<file path="src/rtl/usb_out_bank_mgr.sv">
module usb_out_bank_mgr #(
  parameter int NUM_BANKS = 2,
  parameter int CNT_W     = 11
) (
  input  logic             clk,
  input  logic             rst_n,
  input  logic             rx_valid,
  input  logic [CNT_W-1:0] rx_count,
  output logic             ack,
  output logic             nak,
  input  logic             sw_wr,
  input  logic             sw_clr_rx,
  input  logic             sw_clr_busy,
  input  logic             sw_ie_wr,
  input  logic             sw_ie_val,
  input  logic             rd_bank,
  output logic [CNT_W-1:0] rd_count,
  output logic             bank_sel,
  output logic             rx_flag,
  output logic             bank_busy,
  output logic             irq
);
  localparam logic DUAL = (NUM_BANKS > 1);

  logic [1:0]       busy;
  logic             wr_ptr, sw_ptr, flag, ie;
  logic [CNT_W-1:0] cnt [2];

  wire take = rx_valid & ~busy[wr_ptr];
  wire rel  = sw_wr & sw_clr_busy & busy[sw_ptr];

  assign ack       = take;
  assign nak       = rx_valid & busy[wr_ptr];
  assign rd_count  = cnt[rd_bank];
  assign bank_sel  = sw_ptr;
  assign rx_flag   = flag;
  assign bank_busy = busy[sw_ptr];
  assign irq       = flag & ie;

  always_ff @(posedge clk) begin
    if (!rst_n) begin
      busy   <= '0;
      wr_ptr <= 1'b0;
      sw_ptr <= 1'b0;
      flag   <= 1'b0;
      ie     <= 1'b0;
      for (int i = 0; i < 2; i++) cnt[i] <= '0;
    end else begin
      if (take) begin
        busy[wr_ptr] <= 1'b1;
        cnt[wr_ptr]  <= rx_count;
        if (DUAL) wr_ptr <= ~wr_ptr;
      end
      if (rel) begin
        busy[sw_ptr] <= 1'b0;
        if (DUAL) sw_ptr <= ~sw_ptr;
      end
      if (take) flag <= 1'b1;
      else if (sw_wr && sw_clr_rx) flag <= 1'b0;
      if (sw_ie_wr) ie <= sw_ie_val;
    end
  end

  p_resp_excl_r6: assert property (@(posedge clk) disable iff (!rst_n)
    $onehot0({ack, nak}) && ((ack || nak) -> rx_valid));
  p_flag_on_accept_r2: assert property (@(posedge clk) disable iff (!rst_n)
    ack |=> rx_flag);
  p_irq_needs_flag_r3: assert property (@(posedge clk) disable iff (!rst_n)
    irq |-> rx_flag);
  p_clr_keeps_ptr_r4: assert property (@(posedge clk) disable iff (!rst_n)
    (sw_wr && sw_clr_rx && !sw_clr_busy) |=> $stable(bank_sel));
  p_release_toggles_r5: assert property (@(posedge clk) disable iff (!rst_n)
    (DUAL && sw_wr && sw_clr_busy && bank_busy) |=> (bank_sel != $past(bank_sel)));
  p_zero_write_r9: assert property (@(posedge clk) disable iff (!rst_n)
    (sw_wr && !sw_clr_rx && !sw_clr_busy && !rx_valid) |=> ($stable(rx_flag) && $stable(bank_busy)));
  p_set_wins_r10: assert property (@(posedge clk) disable iff (!rst_n)
    (ack && sw_wr && sw_clr_rx) |=> rx_flag);
endmodule

</file>
<file path="config.mk">
export PLATFORM = sky130hd
export DESIGN_NAME = usb_out_bank_mgr
export DESIGN_NICKNAME = d
export VERILOG_FILES = /design/src/rtl/usb_out_bank_mgr.sv
export SDC_FILE = /design/constraint.sdc
export NUM_CORES = 1
export LEC_CHECK = 0
export BUFFER_PORTS_ARGS = -buffer_cell sky130_fd_sc_hd__buf_2
export CAP_MARGIN = 20
export CORE_ASPECT_RATIO = 0.9
export CORE_MARGIN = 2
export CORE_UTILIZATION = 54
export DETAILED_ROUTE_END_ITERATION = 7
export PLACE_DENSITY_LB_ADDON = 0.1
export SYNTH_ARGS = -nofsm -noshare
export SYNTH_HDL_FRONTEND = slang
export SYNTH_SLANG_ARGS = --single-unit
</file>
<file path="constraint.sdc">
create_clock -name clk -period 4.3 [get_ports clk]
set_clock_uncertainty 0.1 [all_clocks]
set_input_delay 0.86 -clock clk [delete_from_list [all_inputs] [get_ports clk]]
set_output_delay 0.86 -clock clk [all_outputs]
set_load 0.005 [all_outputs]
</file>
==> flow_results.org, run 1 <==
** Final layout
- Final Non-Filler Cells :: about 160
- Share of layout cells above drive strength 1 :: roughly 41%
- FILL cells :: 176
- Top library cells by usage in the layout, fill and taps aside :: sky130_fd_sc_hd__buf_2 (36), sky130_fd_sc_hd__and2_1 (25), sky130_fd_sc_hd__edfxtp_1 (22)
- Registers take 781 um2.
- The multi-input combinational cells in the finished layout cover a total of ~450 um2.
- The library cell used most frequently in the layout, excluding fill and tap cells, is sky130_fd_sc_hd__buf_2.
- Antenna cell count :: 0
- P&R area growth vs syn :: 17.2%
- After routing the design area is about 0.0015 mm2.
- The net count of the finished layout is between 100 and 150.

** Drt
- Before antenna repair, the detailed router went through 4 iterations.
- Remaining routing DRC violations :: 0
- The routed layout has approximately 800 vias.
- DR WL/cell :: roughly 13 um
- For this block, the routed nets add up to between 2000 and 2500 um of wire.
- Using the TritonRoute via totals, the vias-per-cell ratio works out to roughly 5.
- Initial DRC count :: 17
- Post-route antenna net violation count :: 0

** Clock tree
- After clock tree synthesis, the clock-pin slew on the worst setup and hold paths is between 0.1 and 0.15 ns.
- The clock passes through at most 2 buffers.
- CTS tree :: done
- Post-CTS timing repair inserted 0 buffers for setup.
- Once the clock tree was built, the resizer swapped 0 gates to a different size.
- Clk sink count :: 28
- Hold buffer count at cts :: 0
- Worst skew pair latency :: around 0.32 ns
- Clock tree root driver cell :: sky130_fd_sc_hd__clkbuf_4
- Max H-tree Level :: 1
- Clock tree synthesis inserted a total of 3 buffers.

** Synth
- Fraction of registers with async set or reset after synthesis :: 0%
- Counting flops with a built-in enable in the synthesized netlist gives 22.
- Sequential element share of the synthesized area :: between 60% and 70%
- The cell count after synthesis came out at around 90.
- Top post-synthesis cells by area :: sky130_fd_sc_hd__edfxtp_1 (52%), sky130_fd_sc_hd__and2_1 (12%), sky130_fd_sc_hd__mux2_2 (11%)
- Yosys top cell by area :: sky130_fd_sc_hd__edfxtp_1
- The most used flip-flop cell after synthesis is sky130_fd_sc_hd__edfxtp_1.
- Synthesis inferred 28 register bits.
- Synthesized area :: about 0.0013 mm2
- During synthesis, Yosys emitted a total of 0 warnings.
- A synthesized cell averages roughly 14 um2.
- After synthesis, the largest area contributor takes up between 50 and 60% of total cell area.
- Counting every net in the synthesized netlist gives 111.
- After synthesis, the netlist uses 25 different library cells.

** Worst setup path
- Startpoint kind of the worst setup timing path :: primary input
- Critical Path Slowest Stage Cell :: sky130_fd_sc_hd__mux2_2
- The critical path contains buffers and inverters numbering 2 combined.
- Max stage delay on crit path :: ~0.38 ns
- The critical path goes through buf_2 > mux2_2 > buf_2.
- Worst path required time :: between 3 and 4 ns
- Gate family responsible for the most delay along the worst path :: multiplexers
- The worst setup path is captured at an output port.
- Along the worst path, the maximum fanout reaches 11.
- Worst Setup Path Type :: in -> out
- Most common cell on crit path :: sky130_fd_sc_hd__buf_2
- At the worst endpoint, the arrival time is 1.61 ns.

** Timing
- Measured against its own limit, the worst slew margin works out to between 30% and 40%.
- Setup repair after global routing missed its margin :: no
- Slew of the pin with the lowest slew margin :: roughly 1.0 ns
- Adding up every negative setup slack in the final design gives 0 ns.
- Static timing analysis puts the maximum clock frequency at roughly 0.39 GHz.
- The number of slew-limit violations in the final report is 0.
- Fin crit share :: between 50% and 60%
- The number of hold violations in the final report is 0.
- Final setup fails :: 0
- Minimum clock period :: roughly 2.6 ns

** Floorplan
- The die covers around 0.0027 mm2.
- The core region is roughly 0.0022 mm2.
- Horizontal die dimension :: 54.9 um
- Initial Util :: slightly below 60%
- The die is about 50 um tall.
- The floorplan has 16 rows.
- During I/O placement, the number of pins put on the boundary was 37.

** Job
- Number of violations of the max-capacitance limit :: 0

** GRT
- Global-route congestion overflow total :: 0
- Initial antenna violation count :: 0
- Global routing used between 10% and 20% of the available tracks across all layers.
- First-pass GRT wire length :: ~3300 um
- The via count of the first global-routing pass is 780.
- Pin count of the biggest net entering global routing :: 16

** Power
- In this run the power density over the cells is 335 mW/mm2.
- For this design the static power due to leakage is ~0.64 nW.
- Overall power consumption after layout is estimated at 0.000494 W.
- Worst ir drop on vdd :: around 0.24 mV

** Outcome
- Result of the run :: completed

** Placement
- Port buffering added 36 buffers.
- Placer congestion estimate :: approximately 0.77
- In this run the cell area measured after placement is around 0.0014 mm2.
- The number of placed instances, taps included, is between 150 and 200.
- The HPWL after detailed placement is approximately 1500 um.

** Worst hold path
- Worst Hold Class :: reg -> reg
-- worst min-delay path: stages (launching register included) --
cell and delay [ns]:
sky130_fd_sc_hd__dfxtp_1 0.36, sky130_fd_sc_hd__mux2i_1 0.08, sky130_fd_sc_hd__nor2_1 0.07
-- power by group --
| group | total, W | internal [W] | switching (W) |
|---|---|---|---|
| clock network | 0.000106 | 0.0000340 | 0.0000724 |
| logic | 0.0000661 | 0.0000357 | 0.0000304 |
| registers | 0.000322 | 0.000313 | 0.00000888 |
-- routing by layer --
layer	up-vias	track usage, %	share of wire, %
met5	-	0	0
met4	0	6.10	0.93
met3	2	3.33	5.7
met2	22	27.6	50
met1	369	21.8	44
li1	404	-	-
-- stage by stage --
stage          setup slack (ns)  utilization, %  hold slack, ns
2_1_floorplan              1.94               -           0.352
5_1_grt                    1.69            67.6           0.489
3_3_place_gp               1.73            66.4           0.370
4_1_cts                    1.72            67.6           0.436
6_report                   1.73            67.6           0.438
3_5_place_dp               1.72            66.4           0.402
-- flip-flops by register name, summed over array words and instances, names as in the netlist --
signal / flops
busy: 2
rx_flag: 1
cnt: 22
bank_sel: 1
ie: 1
wr_ptr: 1
-- area by class of cell --
cell class	count	area share, %
multi-input cells	58	30.3
flip-flops and latches	28	52.9
clock buffers	3	1.53
well taps	27	2.29
inverters	2	0.509
repair buffers	36	12.2
clock inverters	1	0.254
-- synthesized netlist by cell type (2+ instances only) --
master / number
sky130_fd_sc_hd__and2_1: 25
sky130_fd_sc_hd__edfxtp_1: 22
sky130_fd_sc_hd__mux2_2: 12
sky130_fd_sc_hd__dfxtp_1: 6
sky130_fd_sc_hd__inv_1: 2
sky130_fd_sc_hd__mux2i_1: 2
sky130_fd_sc_hd__nand2b_1: 2
sky130_fd_sc_hd__nor2b_1: 2
sky130_fd_sc_hd__nor3b_1: 2
-- path summary, 6_finish.rpt --
path                       startpoint                      end  slack [ns]  depth (start not counted)
setup / recovery              rd_bank              rd_count[9]        1.73                          3
hold reg to reg       ie$_SDFFE_PN0P_          ie$_SDFFE_PN0P_        0.44                          2
setup reg to reg  wr_ptr$_SDFFE_PN0N_  cnt[1][4]$_SDFFCE_PN0P_        2.43                          2
hold / removal        ie$_SDFFE_PN0P_          ie$_SDFFE_PN0P_        0.44                          2
-- logic make-up (layout without fill, tap and decap cells) --
family                 after synthesis  in the layout  share of synthesized area (%)
AOI/OAI and AO/OA                    6              6                           3.68
buffers and inverters                5             42                           2.49
DFF                                 28             28                           62.0
muxes                               14             14                           12.3
and+or+nand+nor                     38             38                           19.5
Power figures use the tool's default switching activity.
==> inputs of run 2 (changes only) <==
ABC_AREA = 1   (was default)
CORE_UTILIZATION = 50   (was 54)
clock period = 2.6 ns   (was 4.3 ns; I/O delays follow)
==> run 2 against run 1 <==
Net effect:
- setup slack got worse by 1.0 ns
- synthesized cell count up 30%
- first-iteration DRC count shrank 29%
- core utilization shrank 5.1 points
- power is 86% higher
- non-clock buffer count increased by 2
- cell count grew 19%
- clock power grew to 2.6 times the previous value
- sequential share of layout area fell by 1.4 points
- global-route usage fell by 0.56 points
- via count rose by 8.5%
==> flow_results.org, run 2 <==
** Final layout
- Registers with the most flip-flops :: cnt x22, busy x2
- Layout Utilization :: a little over three fifths
- After the last flow step, the layout net total stands at between 150 and 200.
- Post-route standard cell area excluding fillers :: roughly 0.0015 mm2
- From synthesis to final layout, the design area changed by 20.8%.
- Share of layout cells above drive strength 1 :: between 40% and 50%
- Antenna cell count :: 0
- The register with the most flip-flops in the layout has 22 of them.
- cnt holds more flip-flops than any other register.
- The filler cells instantiated in the layout total 212.
- Leaving out filler cells and counting taps, the final layout contains ~190.
- Across the whole layout, storage elements account for around 780 um2.
- Leaving out fill and tap cells, the most frequent cell in the layout is sky130_fd_sc_hd__buf_2.
- Area used by multi-input combinational logic :: around 370 um2
- Top library cells by usage in the layout, fill and taps aside :: sky130_fd_sc_hd__buf_2 (36), sky130_fd_sc_hd__edfxtp_1 (22), sky130_fd_sc_hd__inv_1 (20)

** Drt
- Routed wire length :: 2100 um
- Initial DRC count :: 12
- Before antenna repair, the detailed router went through 4 iterations.
- Dividing the detail-routed via count by the number of cells gives around 4.7.
- Number of vias after detailed routing :: approximately 870
- After detailed routing, the average wire length per cell comes to ~11 um.
- In the routed design, unresolved DRC markers number 0.
- Post-route antenna net violation count :: 0

** Synth
- Yosys reg bits :: 28
- Synthesized area :: ~0.0013 mm2
- During synthesis, Yosys emitted a total of 0 warnings.
- By area the synthesized netlist is led by sky130_fd_sc_hd__edfxtp_1 (53%), sky130_fd_sc_hd__mux2_2 (9.9%), sky130_fd_sc_hd__dfxtp_1 (9.6%).
- EDFF count, synth :: 22
- Counting instances in the post-synthesis netlist gives the leading cell types as sky130_fd_sc_hd__edfxtp_1 (22), sky130_fd_sc_hd__inv_1 (20), sky130_fd_sc_hd__nor2_1 (19), sky130_fd_sc_hd__nand2_1 (16), sky130_fd_sc_hd__mux2_2 (11).
- Post-synthesis share of cell area spent on and, or, nand and nor gates :: ~17%
- For this run, the register share of the synthesized area comes to just over 60%.
- Fraction of registers with async set or reset after synthesis :: 0%
- Area fraction of the dominant cell type after synthesis :: a little over half
- After synthesis, the largest family of logic cells by area is simple AND/OR/NAND/NOR gates.
- Summing the areas of all fa, ha and maj instances in the mapped netlist gives 0% of the synthesized area.
- Yosys top cell by area :: sky130_fd_sc_hd__edfxtp_1
- Cell count after synthesis :: approximately 120
- In the post-synthesis netlist, the cell with the most instances is sky130_fd_sc_hd__edfxtp_1.
- Averaged over all synthesized cells, the footprint is around 11 um2.
- Net Count, Synth :: roughly 140
- The most used flip-flop cell after synthesis is sky130_fd_sc_hd__edfxtp_1.
- Summing the areas of all xor and xnor instances in the mapped netlist gives 0% of the synthesized area.
- Number of distinct library cells after synthesis :: 16
- Synth Area in Compound Gates :: between 3 and 4%
- Measured against the total synthesized area, the mux share comes to a little under 10%.

** Worst hold path
- Sink of the worst hold path :: ie$_SDFFE_PN0P_
- The path class of the tightest hold or removal check is in -> reg.
- The worst hold path begins at sw_ie_wr.
- Along the worst hold path, the cell count comes to 2.

** Clock tree
- CTS Buf Count :: 3
- The later pin in the worst-skew pair is clocked with a latency of around 0.31 ns.
- Clock tree synthesis selected as its root buffer the cell sky130_fd_sc_hd__clkbuf_4.
- Clk sink count :: 28
- CTS tree :: done
- Max H-tree Level :: 1
- Number of resized instances in the post-cts repair step :: 0
- Maximum number of buffers from clock root to sink :: 2
- Buffers added to address setup during post-CTS repair amount to 0.
- Clock-pin transition on the worst setup and hold timing paths :: about 0.15 ns
- Buffers inserted to repair hold after CTS numbered 0.

** GRT
- Pin count of the biggest net entering global routing :: 17
- For this run, the total global-route usage over all layers was measured as between 10% and 20%.
- Via count of the first global-routing pass :: between 800 and 900
- Global-route congestion overflow total :: 0
- Initial antenna violation count :: 0
- The first global-routing pass estimated between 3000 and 4000 um of wire.

** Timing
- Setup violations remaining at the end of the flow were counted as 0.
- For the pin with the worst max-slew slack, the measured transition is slightly above 0.5 ns.
- Max Transition Viols Final :: 0
- Setup repair after global routing left no endpoint under its margin.
- Setup total negative slack :: 0 ns
- After layout, the worst path uses 72.3% of the clock period.
- Peak clock frequency supported by timing :: roughly 0.53 GHz
- Max transition margin :: between 60% and 70%
- The number of hold violations in the final report was 0.
- Minimum clock period :: 1.88 ns

** Placement
- Detailed placer's ending HPWL :: 1500 um
- Number of port buffers :: 36
- The placed instances occupy a cell area of 0.00146 mm2.
- DP Cell Count :: 181
- Placer congestion estimate :: 0.661

** Worst setup path
- The setup path with the least slack is of type in -> out.
- For this design, the slowest cell found on the critical path is sky130_fd_sc_hd__mux2_2.
- The worst setup path is launched from a primary input.
- In this run the critical register-to-register path is launched from wr_ptr$_SDFFE_PN0N_.
- Most common cell on crit path :: sky130_fd_sc_hd__buf_2
- In this run the critical register-to-register path is captured at cnt[1][10]$_SDFFCE_PN0P_.
- STA puts the critical path data arrival time at 1.26 ns.
- Worst path required time :: 1.98 ns
- Series of cell instances along the critical path :: buf_2 > mux2_2 > buf_2
- Max stage delay on crit path :: 0.37 ns
- Measured in cells, the most critical reg-to-reg path has a length of 6.
- Number of buffers and inverters on the critical path :: 2
- The worst register-to-register path has a setup slack of 1.00 ns.
- Gate family responsible for the most delay along the worst path :: buffers and inverters
- Maximum net fanout on the critical path :: 11
- The worst setup path is captured at an output port.

** Outcome
- Result of the run :: completed

** Floorplan
- The floorplan step defined a die boundary enclosing 0.00293 mm2.
- Once the floorplan was initialized, standard cells occupied 51.8% of the core.
- Pin placement for this block handled 37 I/O pins.
- After floorplanning, the core was sized to cover around 0.0024 mm2.
- In this run the horizontal extent of the chip is about 57 um.
- In this run the core area contains 17 standard-cell rows.
- The die is approximately 52 um tall.

** Job
- Across the run, the number of max-cap violations was 0.

** Power
- Summed over all cells, the static leakage comes to between 0.7 and 0.8 nW.
- Power spread over the standard cell area amounts to a little over 600 mW/mm2.
- Worst ir drop on vdd :: 0.378 mV
run 2: cells by family (layout without fill, tap and decap cells):
| family | after synthesis | after routing |
|---|---|---|
| flops | 28 | 28 |
| mux | 11 | 11 |
| compound gates | 8 | 8 |
| simple gates | 47 | 47 |
| buf+inv | 24 | 63 |
run 2: report_power, final:
part / leakage (nW) / switching [W] / internal [W]
Combinational: 0.440 / 0.0000619 / 0.0000529
Clock: 0.0279 / 0.000120 / 0.000156
Sequential: 0.279 / 0.0000125 / 0.000516
run 2: worst max-delay path by stage:
| stage | startpoint | endpoint | slack (ns) | cells after the start |
|---|---|---|---|---|
| 4_1_cts | rd_bank | rd_count[4] | 0.72 | 3 |
| 3_3_place_gp | rd_bank | rd_count[0] | 0.73 | 3 |
| 5_1_grt | wr_ptr$_SDFFE_PN0N_ | nak | 0.65 | 5 |
| 6_report | rd_bank | rd_count[3] | 0.72 | 3 |
| 2_1_floorplan | rd_bank | rd_count[0] | 0.92 | 2 |
| 3_5_place_dp | rst_n | cnt[0][4]$_SDFFCE_PN0P_ | 0.72 | 4 |
run 2: worst reg2reg max path: stages (launching register included):
cell	delay, ns
sky130_fd_sc_hd__dfxtp_1	0.44
sky130_fd_sc_hd__inv_2	0.06
sky130_fd_sc_hd__nand2_1	0.08
sky130_fd_sc_hd__nand2_1	0.05
sky130_fd_sc_hd__inv_1	0.08
sky130_fd_sc_hd__nand2_2	0.06
sky130_fd_sc_hd__nand2_1	0.38
run 2: layout make-up:
class                      instances  area share [%]
sequential                        28            51.5
tap                               28            2.31
inverter                          21            5.20
timing repair buffer              38            12.9
clock buffer                       3            1.49
clock inverter                     1            1.98
multi-input combinational         66            24.7
run 2: per-layer routing:
layer / vias up / track usage (%) / share of wire [%]
met5: - / 0 / 0
met4: 0 / 4.65 / 0.76
met3: 2 / 2.99 / 4.3
met2: 24 / 29.1 / 49
met1: 383 / 20.6 / 45
li1: 456 / - / -
run 2: stage by stage:
| stage | power, W | hold WS [ns] | worst slack [ns] |
|---|---|---|---|
| 6_report | 0.000919 | 0.268 | 0.721 |
| 5_1_grt | 0.000970 | 0.249 | 0.654 |
| 4_1_cts | 0.000931 | 0.258 | 0.719 |
| 3_5_place_dp | 0.000655 | 0.373 | 0.725 |
| 3_3_place_gp | 0.000651 | 0.369 | 0.733 |
| 2_1_floorplan | 0.000603 | 0.369 | 0.919 |
==> inputs of run 3 (changes only) <==
clock period = 1.9 ns   (was 2.6 ns; I/O delays follow)
==> run 3 against run 2 <==
Net effect:
- die area is the same
- core utilization shrank 0.93 points
- highest routed layer unchanged
- critical path depth grew 2
==> flow_results.org, run 3 (synthesis results as in run 2) <==
** Worst setup path
- CP Data Arrival Time :: ~1.2 ns
- On the worst path, the slowest cell contributes a delay of 0.43 ns.
- Startpoint kind of the worst setup timing path :: flip-flop
- STA puts the critical path data required time at between 1 and 1.5 ns.
- STA classifies the critical path endpoint as an output port.
- Of all nets on the critical path, the largest fanout is 5.
- Critical Path Slowest Stage Cell :: sky130_fd_sc_hd__dfxtp_1
- Together, buffers and inverters on the worst path number 3.
- The worst setup path is of the reg -> out kind.
- Traced cell by cell, the critical path runs through inv_2 > nand2_1 > nand3_1 > inv_1 > buf_2.
- In this design, the largest share of critical-path delay is due to flip-flops.

** Timing
- The number of hold violations in the final report came to 0.
- Max transition margin :: about two thirds
- For the final routed database, the setup TNS stands at 0 ns.
- Peak clock frequency supported by timing :: approximately 0.61 GHz
- Fin crit share :: 86.1%
- Slew of the pin with the lowest slew margin :: roughly 0.52 ns
- On the final layout, the worst hold slack is roughly 0.14 ns.
- Minimum clock period :: 1.64 ns
- Max Transition Viols Final :: 0
- Setup repair after global routing left no endpoint under its margin.
- Final setup fails :: 0

** Placement
- Placer congestion estimate :: 0.662
- Buffers placed on the I/O ports in this run total 36.
- Detailed placer's ending HPWL :: about 1500 um

** Clock tree
- Maximum number of buffers from clock root to sink :: 2
- Clock latency on the worst-skew pair, taken at its later pin, is 0.31 ns.
- CTS Buf Count :: 3
- Max H-tree Level :: 1
- Number of resized instances in the post-cts repair step :: 0
- Clock tree root driver cell :: sky130_fd_sc_hd__clkbuf_4
- Clock-pin transition on the worst setup and hold timing paths :: around 0.13 ns
- The tree built by TritonCTS fans out to 28 sinks.
- Post-CTS setup buffer count :: 0
- For this design, the CTS-stage hold fixing added 0 buffers.
- CTS tree :: done

** Final layout
- In the final layout, the registers with the most flip-flops are cnt x22, busy x2.
- Area used by multi-input combinational logic :: about 370 um2
- P&R area growth vs syn :: 19.0%
- # nets final :: 179
- Across the whole layout, storage elements account for between 700 and 800 um2.
- The repair_antennas step left the layout with diodes totalling 0.
- Cells with a size suffix above 1 make up 40.8% of the layout.
- The top cell types in the final layout, fill and taps aside, are sky130_fd_sc_hd__buf_2 (36), sky130_fd_sc_hd__edfxtp_1 (22), sky130_fd_sc_hd__inv_1 (20).
- Number of flip-flops under the largest register name :: 22
- Leading cell type in the layout, fill and taps excluded :: sky130_fd_sc_hd__buf_2
- Counting flops per register, the top entry is cnt.
- After filler insertion, the fill cell instance count of the layout stands at approximately 230.

** Power
- The analysis attributes to cell leakage a power of roughly 0.74 nW.
- For this design the total switching power over the nets is 0.000258 W.
- Power share of the clock group :: 20.7%
- Worst ir drop on vdd :: roughly 0.46 mV
- Cell internal pwr :: between 0.0008 and 0.0009 W
- In this run, the combinational gates consume roughly 14% of the power.
- Sequential Power Share :: between 60% and 70%
- Net switching is approximately 23% of the power.
- Power density over the cells :: between 700 and 800 mW/mm2

** GRT
- The first global-routing pass estimated about 3400 um of wire.
- Total routing usage reported by global routing :: between 10% and 20%
- Initial antenna violation count :: 0
- Via count of the first global-routing pass :: around 850
- Entering global routing, the biggest net connects 15 pins.
- Global routing finished with a remaining overflow of 0.

** Job
- Max-cap violations in this run came to 0.

** Drt
- Mean number of vias per cell :: 4.78
- In the routed design, unresolved DRC markers number 0.
- In the final routed layout, each cell accounts on average for around 11 um.
- The final layout contains routed wiring with a total length of 2060 um.
- The detailed router finished its first iteration with 11 violations.
- First drt pass iteration count :: 4
- The count of nets left with antenna violations once routing finished came out at 0.
- Summing over every cut layer, the via total after detailed routing is a little under 900.

** Floorplan
- Total I/O pin count :: 37
- Die ar. :: about 0.003 mm2
- Measured along the y axis, the die boundary spans a little over 50 um.
- Number of placement rows :: 17
- Initial Util :: 51.8%
- Measured along the x axis, the die boundary spans ~57 um.
- Core box area :: roughly 0.0024 mm2

** Outcome
- Result of the run :: completed

** Worst hold path
- The path class of the tightest hold or removal check is in -> reg.
## run 3: worst reg2reg max path, cell delays in order, from the launching register on
cell and delay [ns]:
sky130_fd_sc_hd__dfxtp_1 0.36, sky130_fd_sc_hd__inv_1 0.09, sky130_fd_sc_hd__nand4_1 0.12, sky130_fd_sc_hd__nand2_1 0.42
## run 3: through the flow
step                      cells  area, um2  total power (W)  util (%)  worst slack, ns
final                       185       1490          0.00111      61.6            0.264
after global routing        185       1490          0.00118      61.6            0.123
after CTS                   185       1490          0.00112      61.6            0.246
after detailed placement    182       1470         0.000898      60.7            0.284
after global placement      182       1470         0.000892      60.7            0.313
after floorplan             118       1250         0.000825         -            0.390
## run 3: area by class of cell
cell class | instances | share of cell area, %
tap | 28 | 2.35
sequential | 28 | 52.3
timing repair buffer | 39 | 13.6
clock buffer | 3 | 1.51
multi-input combinational | 66 | 25.0
inverter | 21 | 5.28
## run 3: final timing paths
| kind | from | end | slack (ns) | depth (start not counted) |
|---|---|---|---|---|
| min | sw_ie_wr | ie$_SDFFE_PN0P_ | 0.14 | 2 |
| min reg2reg | rx_flag$_SDFFE_PN0P_ | rx_flag$_SDFFE_PN0P_ | 0.40 | 2 |
| max | wr_ptr$_SDFFE_PN0N_ | ack | 0.26 | 5 |
| max reg2reg | busy[0]$_SDFF_PN0_ | cnt[0][1]$_SDFFCE_PN0P_ | 0.48 | 3 |
## run 3: layer usage
| layer | GRT usage, % | vias to the layer above | wire [um] | share of wire [%] |
|---|---|---|---|---|
| met5 | 0 | - | 0 | 0 |
| met4 | 6.98 | 0 | 13 | 0.63 |
| met3 | 2.74 | 2 | 111 | 5.4 |
| met2 | 27.7 | 25 | 1030 | 50 |
| met1 | 18.8 | 399 | 906 | 44 |
| li1 | - | 458 | - | - |
## run 3: power groups by stage
stage | Sequential [W] | Clock, W | Combinational (W)
after floorplan | 0.000732 | 0 | 0.0000934
after global placement | 0.000735 | 0 | 0.000158
after detailed placement | 0.000737 | 0 | 0.000161
after CTS | 0.000723 | 0.000240 | 0.000162
after global routing | 0.000727 | 0.000273 | 0.000180
final | 0.000722 | 0.000230 | 0.000159
